===== src/rtl/busx_pkg.sv =====
package busx_pkg;

  typedef enum logic [2:0] {
    ST_IDLE,
    ST_REQ,
    ST_ADR1,
    ST_ADR2,
    ST_DATA,
    ST_END
  } busx_state_e;

  // command value announcing a two-cycle (64-bit) address phase
  localparam logic [3:0] LONG_ADDR_CMD = 4'b1101;

endpackage


===== src/rtl/busx_addr_phase.sv =====
module busx_addr_phase
  import busx_pkg::*;
#(
  parameter int DATA_W = 32,
  parameter int CBE_W  = DATA_W / 8
) (
  input  logic [2*DATA_W-1:0] addr,
  input  logic [CBE_W-1:0]    cmd,
  input  logic                hi_cycle,
  output logic                dual,
  output logic [DATA_W-1:0]   ad,
  output logic [CBE_W-1:0]    cbe
);

  // long form is used only when some upper address bit is set
  assign dual = |addr[2*DATA_W-1:DATA_W];

  always_comb begin
    ad  = hi_cycle ? addr[2*DATA_W-1:DATA_W] : addr[DATA_W-1:0];
    cbe = (dual && !hi_cycle) ? CBE_W'(LONG_ADDR_CMD) : cmd;
  end

endmodule


===== src/rtl/busx_beat_track.sv =====
module busx_beat_track #(
  parameter int BEAT_W     = 4,
  parameter int ABORT_CLKS = 4
) (
  input  logic              clk,
  input  logic              rst_n,
  input  logic              clr,
  input  logic              active,
  input  logic              xfer,
  input  logic              devsel,
  input  logic [BEAT_W-1:0] len_m1,
  output logic [BEAT_W:0]   count,
  output logic              beat_final,
  output logic              timeout
);

  localparam int              WC_W    = $clog2(ABORT_CLKS) + 1;
  localparam logic [WC_W-1:0] WC_LAST = WC_W'(ABORT_CLKS - 1);

  logic [BEAT_W:0] cnt_q, cnt_d;
  logic            claimed_q, claimed_d;
  logic [WC_W-1:0] wc_q, wc_d;
  logic            unclaimed;

  assign unclaimed  = active && !claimed_q && !devsel;
  assign beat_final = xfer && (cnt_q == {1'b0, len_m1});
  assign timeout    = unclaimed && (wc_q == WC_LAST);
  assign count      = cnt_q;

  always_comb begin
    cnt_d     = cnt_q;
    claimed_d = claimed_q;
    wc_d      = wc_q;
    if (clr) begin
      cnt_d     = '0;
      claimed_d = 1'b0;
      wc_d      = '0;
    end else begin
      if (xfer)               cnt_d     = cnt_q + 1'b1;
      if (active && devsel)   claimed_d = 1'b1;
      if (unclaimed && wc_q != WC_LAST) wc_d = wc_q + 1'b1;
    end
  end

  always_ff @(posedge clk or negedge rst_n) begin
    if (!rst_n) begin
      cnt_q     <= '0;
      claimed_q <= 1'b0;
      wc_q      <= '0;
    end else begin
      cnt_q     <= cnt_d;
      claimed_q <= claimed_d;
      wc_q      <= wc_d;
    end
  end

endmodule


===== src/rtl/busx_seq.sv =====
module busx_seq
  import busx_pkg::*;
(
  input  logic        clk,
  input  logic        rst_n,
  input  logic        start,
  input  logic        gnt,
  input  logic        dual,
  input  logic        finish,
  output busx_state_e state
);

  busx_state_e state_q, state_d;

  always_comb begin
    state_d = state_q;
    unique case (state_q)
      ST_IDLE: if (start)  state_d = ST_REQ;
      ST_REQ:  if (gnt)    state_d = ST_ADR1;
      ST_ADR1:             state_d = dual ? ST_ADR2 : ST_DATA;
      ST_ADR2:             state_d = ST_DATA;
      ST_DATA: if (finish) state_d = ST_END;
      ST_END:              state_d = ST_IDLE;
      default:             state_d = ST_IDLE;
    endcase
  end

  always_ff @(posedge clk or negedge rst_n) begin
    if (!rst_n) state_q <= ST_IDLE;
    else        state_q <= state_d;
  end

  assign state = state_q;

endmodule


===== src/rtl/busx_initiator.sv =====
module busx_initiator
  import busx_pkg::*;
#(
  parameter int DATA_W     = 32,
  parameter int BEAT_W     = 4,
  parameter int ABORT_CLKS = 4
) (
  input  logic                  clk,
  input  logic                  rst_n,
  input  logic                  req_start,
  input  logic [2*DATA_W-1:0]   req_addr,
  input  logic [DATA_W/8-1:0]   req_cmd,
  input  logic                  req_write,
  input  logic [BEAT_W-1:0]     req_beats_m1,
  input  logic                  loc_hold,
  input  logic [DATA_W-1:0]     beat_data,
  input  logic [DATA_W/8-1:0]   beat_mask,
  output logic                  bus_req,
  input  logic                  bus_gnt,
  output logic                  frame_o,
  output logic                  irdy_o,
  output logic [DATA_W-1:0]     ad_o,
  output logic                  ad_oe,
  output logic [DATA_W/8-1:0]   cbe_o,
  input  logic [DATA_W-1:0]     ad_i,
  input  logic                  devsel_i,
  input  logic                  trdy_i,
  input  logic                  stop_i,
  output logic [BEAT_W:0]       beat_count,
  output logic                  rd_valid,
  output logic [DATA_W-1:0]     rd_data,
  output logic                  done,
  output logic                  stopped_early,
  output logic                  master_abort
);

  localparam int CBE_W  = DATA_W / 8;
  localparam int ADDR_W = 2 * DATA_W;

  busx_state_e state;

  // captured request
  logic [ADDR_W-1:0] addr_q;
  logic [CBE_W-1:0]  cmd_q;
  logic              wr_q;
  logic [BEAT_W-1:0] len_q;

  logic accept, in_adr, in_data, irdy, xfer, tstop, finish;
  logic dual, beat_final, timeout;
  logic [DATA_W-1:0] adr_word;
  logic [CBE_W-1:0]  adr_cbe;

  logic stopped_q, stopped_d, abort_q, abort_d;
  logic rdv_q, rdv_d;
  logic [DATA_W-1:0] rdd_q;

  assign accept  = (state == ST_IDLE) && req_start;
  assign in_adr  = (state == ST_ADR1) || (state == ST_ADR2);
  assign in_data = (state == ST_DATA);
  assign irdy    = in_data && !loc_hold;
  assign xfer    = irdy && trdy_i && devsel_i;
  assign tstop   = in_data && stop_i && devsel_i;
  assign finish  = beat_final || tstop || timeout;

  busx_seq u_seq (
    .clk    (clk),
    .rst_n  (rst_n),
    .start  (accept),
    .gnt    (bus_gnt),
    .dual   (dual),
    .finish (finish),
    .state  (state)
  );

  busx_addr_phase #(.DATA_W(DATA_W), .CBE_W(CBE_W)) u_addr (
    .addr     (addr_q),
    .cmd      (cmd_q),
    .hi_cycle (state == ST_ADR2),
    .dual     (dual),
    .ad       (adr_word),
    .cbe      (adr_cbe)
  );

  busx_beat_track #(.BEAT_W(BEAT_W), .ABORT_CLKS(ABORT_CLKS)) u_track (
    .clk        (clk),
    .rst_n      (rst_n),
    .clr        (accept),
    .active     (in_data),
    .xfer       (xfer),
    .devsel     (devsel_i),
    .len_m1     (len_q),
    .count      (beat_count),
    .beat_final (beat_final),
    .timeout    (timeout)
  );

  // request capture, enabled on accept
  always_ff @(posedge clk or negedge rst_n) begin
    if (!rst_n) begin
      addr_q <= '0;
      cmd_q  <= '0;
      wr_q   <= 1'b0;
      len_q  <= '0;
    end else if (accept) begin
      addr_q <= req_addr;
      cmd_q  <= req_cmd;
      wr_q   <= req_write;
      len_q  <= req_beats_m1;
    end
  end

  // end-of-transaction status
  always_comb begin
    stopped_d = stopped_q;
    abort_d   = abort_q;
    if (accept) begin
      stopped_d = 1'b0;
      abort_d   = 1'b0;
    end else begin
      if (tstop && !beat_final) stopped_d = 1'b1;
      if (timeout)              abort_d   = 1'b1;
    end
    rdv_d = xfer && !wr_q;
  end

  always_ff @(posedge clk or negedge rst_n) begin
    if (!rst_n) begin
      stopped_q <= 1'b0;
      abort_q   <= 1'b0;
      rdv_q     <= 1'b0;
    end else begin
      stopped_q <= stopped_d;
      abort_q   <= abort_d;
      rdv_q     <= rdv_d;
    end
  end

  always_ff @(posedge clk or negedge rst_n) begin
    if (!rst_n)    rdd_q <= '0;
    else if (rdv_d) rdd_q <= ad_i;
  end

  // bus-side outputs
  always_comb begin
    ad_o  = '0;
    cbe_o = '0;
    ad_oe = 1'b0;
    if (in_adr) begin
      ad_o  = adr_word;
      cbe_o = adr_cbe;
      ad_oe = 1'b1;
    end else if (in_data) begin
      cbe_o = beat_mask;
      ad_oe = wr_q;
      if (wr_q) ad_o = beat_data;
    end
  end

  assign bus_req       = (state == ST_REQ);
  assign frame_o       = in_adr || in_data;
  assign irdy_o        = irdy;
  assign done          = (state == ST_END);
  assign stopped_early = stopped_q;
  assign master_abort  = abort_q;
  assign rd_valid      = rdv_q;
  assign rd_data       = rdd_q;

endmodule


===== config.mk =====
export PLATFORM = sky130hd
export DESIGN_NAME = busx_initiator
export DESIGN_NICKNAME = d
export VERILOG_FILES = /design/src/rtl/busx_pkg.sv /design/src/rtl/busx_addr_phase.sv /design/src/rtl/busx_beat_track.sv /design/src/rtl/busx_seq.sv /design/src/rtl/busx_initiator.sv
export SDC_FILE = /design/constraint.sdc
export NUM_CORES = 1
export LEC_CHECK = 0
export BUFFER_PORTS_ARGS = -buffer_cell sky130_fd_sc_hd__clkbuf_2
export CORE_MARGIN = 2
export CORE_UTILIZATION = 48
export DETAILED_ROUTE_END_ITERATION = 16
export GPL_ROUTABILITY_DRIVEN = 0
export PLACE_DENSITY_LB_ADDON = 0.15
export SLEW_MARGIN = 20
export SYNTH_ARGS = -nofsm -noshare
export SYNTH_HDL_FRONTEND = slang
export SYNTH_SLANG_ARGS = --single-unit

===== constraint.sdc =====
create_clock -name clk -period 1.9 [get_ports clk]
set_input_delay 0.38 -clock clk [delete_from_list [all_inputs] [get_ports clk]]
set_output_delay 0.38 -clock clk [all_outputs]
set_load 0.05 [all_outputs]

### Word-level counts from Yosys, hierarchy flattened

Index checks and enable logic that the tools add are counted.

| storage, ports and cells | value |
|---|---|
| flip-flop bits (word level) | 120 |
| bits of input ports | 149 |
| output and inout port bits | 81 |
| word-level logic and storage cells | 82 |

| cells by class | value |
|---|---|
| add/subtract/negate cells | 2 |
| equality and inequality tests | 11 |
| muxes and demuxes | 24 |
| reductions and logical operators | 33 |

Operator list:

| cell | count |
|---|---|
| $mux W32 | 4 |
| $reduce_or A32 Y1 | 1 |
| $mux W3 | 6 |
| $logic_and A1 B1 Y1 | 15 |
| $pmux W3 S5 | 1 |
| $mux W4 | 3 |
| $mux W5 | 2 |
| $reduce_bool A2 Y1 | 5 |
| $eq A3 B2 Y1 const B | 3 |
| $mux W1 | 8 |
| $eq A3 B3 Y1 const B | 2 |
| $logic_not A1 Y1 | 6 |
| $add A5 B1 Y5 const B | 1 |
| $eq A5 B4 Y1 | 1 |
| $logic_or A1 B1 Y1 | 4 |
| $ne A2 B1 Y1 const B | 2 |
| $add A3 B1 Y3 const B | 1 |
| $eq A3 B1 Y1 const B | 1 |
| $logic_not A3 Y1 | 1 |
| $ne A3 B2 Y1 const B | 1 |
| $reduce_and A3 Y1 | 1 |
| $ne A2 B2 Y1 const B | 1 |

### Longest topological paths before layout

Gate-level depths: netlist (run 1).

| depth | value |
|---|---|
| depth after elaboration | 9 |
| gate-level depth with buffers | 6 |
| mapped depth without buffers | 5 |

### Cells and area by module

A second synthesis (run 1) with hierarchy kept.

| second synthesis, totals | value |
|---|---|
| cell total of the unflattened synthesis | 403 |
| area, all modules | 5639.2 um2 |

By module, submodules not included:

| module | times used | cells each | area each (um2) | seq. area each (um2) |
|---|---|---|---|---|
| busx_initiator | 1 | 290 | 4478.0 | 2702.6 |
| busx_addr_phase | 1 | 52 | 516.7 | 0.0 |
| busx_beat_track | 1 | 46 | 495.5 | 225.2 |
| busx_seq | 1 | 15 | 148.9 | 75.1 |

### Worst setup path before layout (run 1)

OpenSTA, ideal clock, no wires.

| timing path | value |
|---|---|
| path type | reg2reg |
| from | reg u_seq.state_q[0] (netlist: u_seq.state[0]) |
| to | reg u_seq.state_q[0] (netlist: u_seq.state[0]) |
| setup time | 0.065 ns |
| arrival | 2.067 ns |
| data required time | 1.835 ns |
| slack | -0.232 ns |
| stages on the path, launching flop included | 4 |
| buffers on the path | 0 |
| clock period less this slack | 2.132 ns |
| cells stage by stage | dfrtp_1 > nor3b_1 > nor2b_1 > a2111o_1 |

| between the ends | value |
|---|---|
| elaborated cells between the ends (all ways) | 22 |
| those cells by class | eq/ne (7); mux (1); reduce/logical (14) |

RTL lines:

| item | RTL line | text |
|---|---|---|
| start: declaration | busx_seq.sv:13 | `busx_state_e state_q, state_d;` |
| start signal: assignment | busx_seq.sv:30 | `else state_q <= state_d;` |
| $eq A3 B1 Y1 (*) | -- |  |
| net bus_req | busx_initiator.sv:18 | `output logic bus_req,` |
| $ne A2 B1 Y1 (no line) | -- |  |
| $reduce_and A3 Y1 (no line) | -- |  |

The timed path passes the listed nets; every way through them passes the cells marked *.
A chain may end at the register's enable or synchronous reset.

### Final worst setup path (run 1)

| timing path | value |
|---|---|
| from | reg addr_q[48] |
| to | out cbe_o[0] |

| between the ends | value |
|---|---|
| longest elaborated chain between the ends | 4 |

RTL lines:

| item | RTL line | text |
|---|---|---|
| start: declaration | busx_initiator.sv:43 | `logic [ADDR_W-1:0] addr_q;` |
| start signal: assignment | busx_initiator.sv:105 | `addr_q <= req_addr;` |
| $reduce_or A32 Y1 | busx_addr_phase.sv:16 | `assign dual = \|addr[2*DATA_W-1:DATA_W];` |
| $logic_and A1 B1 Y1 | busx_addr_phase.sv:20 | `cbe = (dual && !hi_cycle) ? CBE_W'(LONG_ADDR_CMD) : cmd;` |
| $mux W4 | busx_addr_phase.sv:20 |  |
| $mux W4 | busx_initiator.sv:148 | `if (in_adr) begin` |
| end: declaration | busx_initiator.sv:24 | `output logic [DATA_W/8-1:0] cbe_o,` |

Every way passes these cells.

==> results of run 1 <==
## worst min-delay path, stage by stage
cell                       delay (ns)
sky130_fd_sc_hd__clkbuf_2        0.08
sky130_fd_sc_hd__nand2_1         0.04
sky130_fd_sc_hd__nand2_1         0.04
## per-layer routing
metal | routed length [µm] | up-vias | global-route usage (%)
met4 | 318 | 0 | 9.04
met1 | 6450 | 2454 | 31.5
li1 | - | 2416 | -
met2 | 7950 | 262 | 44.9
met3 | 1380 | 27 | 8.00
met5 | 0 | - | 0
## layout by cell type (no fill, tap or decap), types with 2 or more instances in the layout
cell,instances
sky130_fd_sc_hd__nand2_1,224
sky130_fd_sc_hd__clkbuf_2,187
sky130_fd_sc_hd__dfrtp_1,118
sky130_fd_sc_hd__buf_4,52
sky130_fd_sc_hd__a222oi_1,32
sky130_fd_sc_hd__inv_2,30
sky130_fd_sc_hd__mux2_1,29
sky130_fd_sc_hd__buf_8,29
sky130_fd_sc_hd__clkbuf_16,20
sky130_fd_sc_hd__buf_12,13
sky130_fd_sc_hd__buf_6,7
sky130_fd_sc_hd__nor2_1,6
sky130_fd_sc_hd__clkbuf_1,5
sky130_fd_sc_hd__inv_1,4
sky130_fd_sc_hd__nor4_2,4
sky130_fd_sc_hd__nand3_1,4
sky130_fd_sc_hd__xor2_1,4
sky130_fd_sc_hd__xnor2_1,4
sky130_fd_sc_hd__bufinv_16,4
sky130_fd_sc_hd__clkinv_2,4
sky130_fd_sc_hd__and2_4,3
sky130_fd_sc_hd__nor4_4,3
sky130_fd_sc_hd__a221o_2,3
sky130_fd_sc_hd__a21o_1,3
sky130_fd_sc_hd__o21ai_0,3
sky130_fd_sc_hd__mux2_2,3
sky130_fd_sc_hd__ha_1,3
sky130_fd_sc_hd__clkbuf_8,3
sky130_fd_sc_hd__nor3b_4,2
sky130_fd_sc_hd__nor4_1,2
sky130_fd_sc_hd__and4_4,2
sky130_fd_sc_hd__nand2_2,2
sky130_fd_sc_hd__and3b_1,2
sky130_fd_sc_hd__nor2_4,2
sky130_fd_sc_hd__mux2i_1,2
sky130_fd_sc_hd__and3_1,2
sky130_fd_sc_hd__a21oi_1,2
sky130_fd_sc_hd__dfrtp_2,2
## power by group through the flow
| stage | registers, mW | clock network [mW] | logic (mW) |
|---|---|---|---|
| 2_1_floorplan | 4.63 | 0 | 3.46 |
| 3_3_place_gp | 4.06 | 0 | 6.07 |
| 3_5_place_dp | 4.12 | 0 | 6.16 |
| 4_1_cts | 4.13 | 3.28 | 6.94 |
| 5_1_grt | 4.29 | 3.41 | 7.79 |
| 6_report | 4.18 | 3.23 | 7.29 |
## worst max path at each step
stage                          startpoint       end  slack, ns
5_1_grt        u_seq.state[2]$_DFFE_PN0P_  ad_o[18]      -0.67
4_1_cts            addr_q[53]$_DFFE_PN0P_  cbe_o[0]      -0.59
3_5_place_dp       addr_q[48]$_DFFE_PN0P_  cbe_o[0]      -0.23
3_3_place_gp       addr_q[48]$_DFFE_PN0P_  cbe_o[0]      -0.20
2_1_floorplan  u_seq.state[1]$_DFFE_PN0P_  ad_o[11]      -0.03
6_report           addr_q[48]$_DFFE_PN0P_  cbe_o[0]      -0.56
## cell type report
type	instances	area share [%]
flip-flops and latches	120	36.0
inverters	34	1.53
repair buffers	294	26.7
clock buffers	23	5.35
well taps	140	2.10
clock inverters	9	1.77
multi-input cells	363	26.6
## sequential cells by signal, summed over array words and instances, names as in the netlist, 3 cells and up
register and cells:
u_track.count 5, len_q 4, u_seq.state 3, rd_data 32, addr_q 64, u_track.wc_q 3, cmd_q 4
## cell families (layout without fill, tap and decap cells)
| kind of cell | count (synthesis) | after routing |
|---|---|---|
| flip-flops | 120 | 120 |
| buffers and inverters | 68 | 360 |
| XOR/XNOR | 8 | 8 |
| AO/OA/AOI/OAI | 49 | 49 |
| AND/OR/NAND/NOR | 268 | 269 |
| adder cells (fa/ha/maj) | 3 | 3 |
| multiplexers | 34 | 34 |
## what timing repair did
action	4_1_cts	5_1_grt
setup buffers	5	3
hold endpoints to repair	28	0
resized for setup	95	42
cloned	2	1
setup endpoints to repair	42	139
pin swaps	22	17
hold buffers	1	0
==> impl_metrics.json, run 1 <==
{
  "synth_area_leaders": "sky130_fd_sc_hd__dfrtp_1 56%, sky130_fd_sc_hd__nand2_1 16%, sky130_fd_sc_hd__mux2_1 6.1%",
  "reg2regPathDepth": 6,
  "setup.worst_path.class": "reg -> out",
  "power.internal_mw": 8.71,
  "grt_setup_unrepaired": "yes",
  "final_net_count": 982,
  "globalRouteTotalUtil_pct": 26.3,
  "via_count_of_the_first_global_routing_pass": 5115,
  "io_pins": 230,
  "hold_crit_class": "in -> reg",
  "clkLatencyLatePin_ns": 0.51,
  "synth_fa_ha_area_share_pct": 0.696,
  "fin_util_pct": 76.6,
  "path_cells": "nor4_4, and4_4, a21boi_4, a221o_2, buf_8",
  "min_delay_worst_endpoint": "addr_q[30]$_DFFE_PN0P_",
  "finalHoldWorstSlack_ns": 0.0562,
  "cp_num_cells": 5,
  "layout_min_cycle_time_ns": 2.46,
  "drive_above_1_share_pct": 45.6,
  "power.share.combinational_pct": 49.6,
  "fmaxAchievable_ghz": 0.406,
  "clock_power_share_pct": 21.9,
  "synth-simple-area-share_pct": 21.1,
  "grt_pass1_wl_um": 24400,
  "compound_cell_area_share_of_the_yosys_netlist_pct": 8.33,
  "status": "finished with violations",
  "ff_latch_area_mm2": 0.00301,
  "dpl.cell_count": 941,
  "drt-pass1-iter-count": 8,
  "crit_buf_inv": 1,
  "setup.reg_to_reg.worst_slack_ns": 0.04,
  "total_number_of_vias": 5159,
  "cts.clk_slew.worst_paths_ns": 0.06,
  "swShare_pct": 40.7,
  "fp.dieArea_mm2": 0.0121,
  "slowest_stage": "sky130_fd_sc_hd__dfrtp_1",
  "post_layout_nonfiller_instances": 983,
  "leakage_nw": 4.67,
  "yosys-top-cells-count": "225 x sky130_fd_sc_hd__nand2_1, 120 x sky130_fd_sc_hd__dfrtp_1, 34 x sky130_fd_sc_hd__inv_1",
  "diodes": 0,
  "multi_input_comb_area_mm2": 0.00222,
  "max-slew-margin-rel_pct": 69.9,
  "drv.max_cap_violation_count": 0,
  "post_dp_cell_area_mm2": 0.00715,
  "fin_area_mm2": 0.00834,
  "layout_setup_ws_ns": -0.564,
  "fin_crit_sh_pct": 130,
  "timing.hold.worst_path_depth": 3,
  "syn_avg_cell_area_um2": 9.81,
  "worstPathRequired_ns": 1.52,
  "placement.io_buffers": 229,
  "placement_rows": 38,
  "irDropWorstVdd_uv": 943,
  "ys_async_sr_fraction_pct": 100,
  "report.final.slew_viol_count": 0,
  "number_of_library_cell_types_mapped_by_synthesis": 43,
  "clock_path_buffers": 2,
  "floorplan.initialDensity_pct": 49.6,
  "synth_flop_cell": "sky130_fd_sc_hd__dfrtp_1",
  "yosys_warnings": 0,
  "final_hold_vios": 0,
  "grt_overflow": 0,
  "fp.dieW_um": 110,
  "finalClockSkew_ns": 0.00469,
  "clock_tree_from_tritoncts": "built",
  "synthMuxAreaShare_pct": 7.05,
  "pre_cts_slack_ns": -0.228,
  "fillCellCount": 705,
  "cts.htree.levels": 4,
  "dr.first_iter.drc_count": 476,
  "hpwlAfterDp_um": 10900,
  "cts_made_buffers": 17,
  "synth.top_cell.area_share_pct": 55.7,
  "critical_path.startpoint_type": "flop",
  "final_setup_tns_ns": -19.07,
  "timing_worst_slew_pin_value_ns": 0.451,
  "detail_route.wl_per_cell_um": 16.4,
  "synth_top_family_by_area": "simple AND/OR/NAND/NOR gates",
  "path_delay_family": "simple AND/OR/NAND/NOR gates",
  "areal_power_density_over_the_cells_mw_per_mm2": 1760,
  "post_synth_inst_count": 550,
  "synth_enable_flop_cells": 0,
  "synth.ff_latch_count": 120,
  "post_drt_via_cell_ratio": 5.25,
  "synthMostInstantiatedCell": "sky130_fd_sc_hd__nand2_1",
  "power_switching_mw": 5.99,
  "die-height_um": 110,
  "crit_path_max_incr_delay_ns": 0.41,
  "worst_hold_startpoint": "req_addr[30]",
  "cell_area_synth_mm2": 0.00540,
  "ys_seq_area_share_pct": 55.7,
  "worst_ep_arrival_time_ns": 2.08,
  "critical_path.endpoint_type": "output port",
  "wirelength_routed_um": 16100,
  "synth.net_count": 702,
  "reg2reg_capture_point": "addr_q[11]$_DFFE_PN0P_",
  "synth_xor_xnor_area_share_pct": 1.30,
  "r2r-start": "u_seq.state[2]$_DFFE_PN0P_",
  "report.final.setup_viol": 41,
  "post-layout-total-power_mw": 14.7,
  "area_growth_pct": 54.7,
  "drtAntennaViolNets": 0,
  "maximum_number_of_pins_on_one_net_before_global_route_repair": 50,
  "critical_path.max_fanout": 4,
  "grt_antenna_before_repair": 0,
  "failing_checks": "setup timing",
  "numClockSinks": 120,
  "drc": 0,
  "clockRootBuffer": "sky130_fd_sc_hd__clkbuf_8",
  "core_region_area_mm2": 0.0109,
  "power.share.sequential_pct": 28.4,
  "synthDominantAreaCellType": "sky130_fd_sc_hd__dfrtp_1"
}
Note: power is estimated with default switching activity, not from simulation.
==> run 2, diff against run 1 <==
- SKIP_LAST_GASP: not set -> 1
==> run 2 against run 1 <==
Against the previous run:
- the run still ends with setup timing left
- worst hold slack worse by 0.0012 ns
- first-iteration DRC count is 4.8% lower
- register-to-register slack hardly changed
- utilization hardly changed
- fmax hardly changed
- via count is 0.79% higher
- clock skew is 0.0016 ns higher
- cell area hardly changed
- global-route usage is 0.40 points lower
- largest power group unchanged
- critical path type unchanged
- wire length is 0.92% higher
- clock power hardly changed
==> impl_metrics.json, run 2 (synthesized netlist as in run 1, its figures left out) <==
{
  "diodes": 0,
  "post_layout_nonfiller_instances": 985,
  "drt-pass1-iter-count": 10,
  "grt_antenna_before_repair": 0,
  "grt_overflow": 0,
  "fin_crit_sh_pct": 130,
  "fp.dieArea_mm2": 0.0121,
  "critical_path.max_fanout": 8,
  "total_number_of_vias": 5200,
  "drtAntennaViolNets": 0,
  "leakage_nw": 4.68,
  "worst_hold_startpoint": "req_addr[30]",
  "fin_area_mm2": 0.00835,
  "maximum_number_of_pins_on_one_net_before_global_route_repair": 50,
  "globalRouteMet1Util_pct": 31.3,
  "critical_path.startpoint_type": "flop",
  "timing_worst_slew_pin_value_ns": 0.507,
  "wirelength_routed_um": 16200,
  "post_dp_cell_area_mm2": 0.00715,
  "report.final.setup_viol": 41,
  "clkLatencyLatePin_ns": 0.51,
  "report.final.slew_viol_count": 0,
  "layout_setup_ws_ns": -0.564,
  "post_drt_via_cell_ratio": 5.28,
  "grt.met2_usage_pct": 44.1,
  "busiest_layer": "met2",
  "area_growth_pct": 54.7,
  "via_count_of_the_first_global_routing_pass": 5047,
  "io_pins": 230,
  "failing_checks": "setup timing",
  "layout.cells.most_common": "sky130_fd_sc_hd__nand2_1",
  "reg2reg_capture_point": "u_track.claimed_q$_DFFE_PN0P_",
  "timing.hold.worst_path_depth": 3,
  "cts.clk_slew.worst_paths_ns": 0.06,
  "fillCellCount": 710,
  "setup.worst_path.class": "reg -> out",
  "clock_tree_from_tritoncts": "built",
  "globalRouteTotalUtil_pct": 25.9,
  "dr.first_iter.drc_count": 453,
  "finalHoldWorstSlack_ns": 0.0550,
  "drv.max_cap_violation_count": 0,
  "met3_usage_pct": 7.76,
  "setup.reg_to_reg.worst_slack_ns": 0.04,
  "final_net_count": 984,
  "finalClockSkew_ns": 0.00627,
  "worstPathRequired_ns": 1.52,
  "placement_rows": 38,
  "hpwlAfterDp_um": 10900,
  "core_region_area_mm2": 0.0109,
  "placement.io_buffers": 229,
  "clockRootBuffer": "sky130_fd_sc_hd__clkbuf_8",
  "fin_util_pct": 76.6,
  "clock_path_buffers": 2,
  "critical_path.endpoint_type": "output port",
  "final_setup_tns_ns": -19.02,
  "fmaxAchievable_ghz": 0.406,
  "fp.dieW_um": 110,
  "drc": 0,
  "die-height_um": 110,
  "numClockSinks": 120,
  "most-common-layout-cells": "224 x sky130_fd_sc_hd__nand2_1, 187 x sky130_fd_sc_hd__clkbuf_2, 118 x sky130_fd_sc_hd__dfrtp_1",
  "status": "finished with violations",
  "max-slew-margin-rel_pct": 66.1,
  "grt_pass1_wl_um": 24100,
  "drive_above_1_share_pct": 45.7,
  "cts.htree.levels": 4,
  "floorplan.initialDensity_pct": 49.6,
  "areal_power_density_over_the_cells_mw_per_mm2": 1770,
  "detail_route.wl_per_cell_um": 16.5,
  "largest_reg_flops": 64,
  "worst_ep_arrival_time_ns": 2.08,
  "final_hold_vios": 0,
  "ff_latch_area_mm2": 0.00301,
  "hold_crit_class": "in -> reg",
  "layout_min_cycle_time_ns": 2.46,
  "min_delay_worst_endpoint": "addr_q[30]$_DFFE_PN0P_",
  "grt_setup_unrepaired": "yes",
  "r2r-start": "u_seq.state[0]$_DFFE_PN0P_",
  "registers.top_by_ff_count": "addr_q",
  "dpl.cell_count": 941,
  "irDropWorstVdd_uv": 885,
  "multi_input_comb_area_mm2": 0.00222,
  "reg2regPathDepth": 6,
  "cts_made_buffers": 17
}
==> run 2: where the power goes <==
part / switching, mW / internal [mW]
registers: 0.652 / 3.53
clock network: 1.08 / 2.15
logic: 4.30 / 3.03
total: 6.02 / 8.71
==> run 2: how the worst max path moves through the flow <==
stage	start	endpoint	slack (ns)	cells after the start
finish	u_seq.state[2]$_DFFE_PN0P_	ad_o[11]	-0.56	6
global placement	addr_q[48]$_DFFE_PN0P_	cbe_o[0]	-0.20	5
global route	u_seq.state[2]$_DFFE_PN0P_	ad_o[18]	-0.66	6
detailed placement	addr_q[48]$_DFFE_PN0P_	cbe_o[0]	-0.23	5
floorplan	u_seq.state[1]$_DFFE_PN0P_	ad_o[11]	-0.03	6
CTS	addr_q[53]$_DFFE_PN0P_	cbe_o[0]	-0.59	5
==> run 2: through the flow <==
stage          worst slack (ns)  total power [mW]
2_1_floorplan           -0.0323              8.09
3_3_place_gp             -0.205              10.1
3_5_place_dp             -0.228              10.3
4_1_cts                  -0.595              14.2
5_1_grt                  -0.665              15.5
6_report                 -0.564              14.7
==> run 2: timing repair <==
action,4_1_cts,5_1_grt
endpoints found under the setup margin,42,139
endpoints found under the hold margin,28,0
resized for setup,81,59
hold buffers,1,0
pin swaps,22,27
cloned,2,2
setup buffers,5,4
==> run 2: cell type report <==
type | count | share of cell area (%)
clock inverters | 9 | 1.77
repair buffers | 296 | 26.6
clock buffers | 23 | 5.35
multi-input cells | 363 | 26.6
flip-flops and latches | 120 | 36.0
well taps | 140 | 2.10
inverters | 34 | 1.53
==> run 2: routing by layer <==
layer / vias to the layer above / routed length (µm)
met2: 267 / 8010
met3: 27 / 1460
met4: 0 / 276
met5: - / 0
met1: 2486 / 6510
li1: 2420 / -
==> run 2: worst max-delay path, cell delays in order, from the launching register on <==
cell                       delay [ns]
sky130_fd_sc_hd__dfrtp_1         0.41
sky130_fd_sc_hd__nor3b_4         0.16
sky130_fd_sc_hd__and2_4          0.17
sky130_fd_sc_hd__buf_6           0.15
sky130_fd_sc_hd__a222oi_1        0.45
sky130_fd_sc_hd__inv_2           0.07
sky130_fd_sc_hd__buf_8           0.16
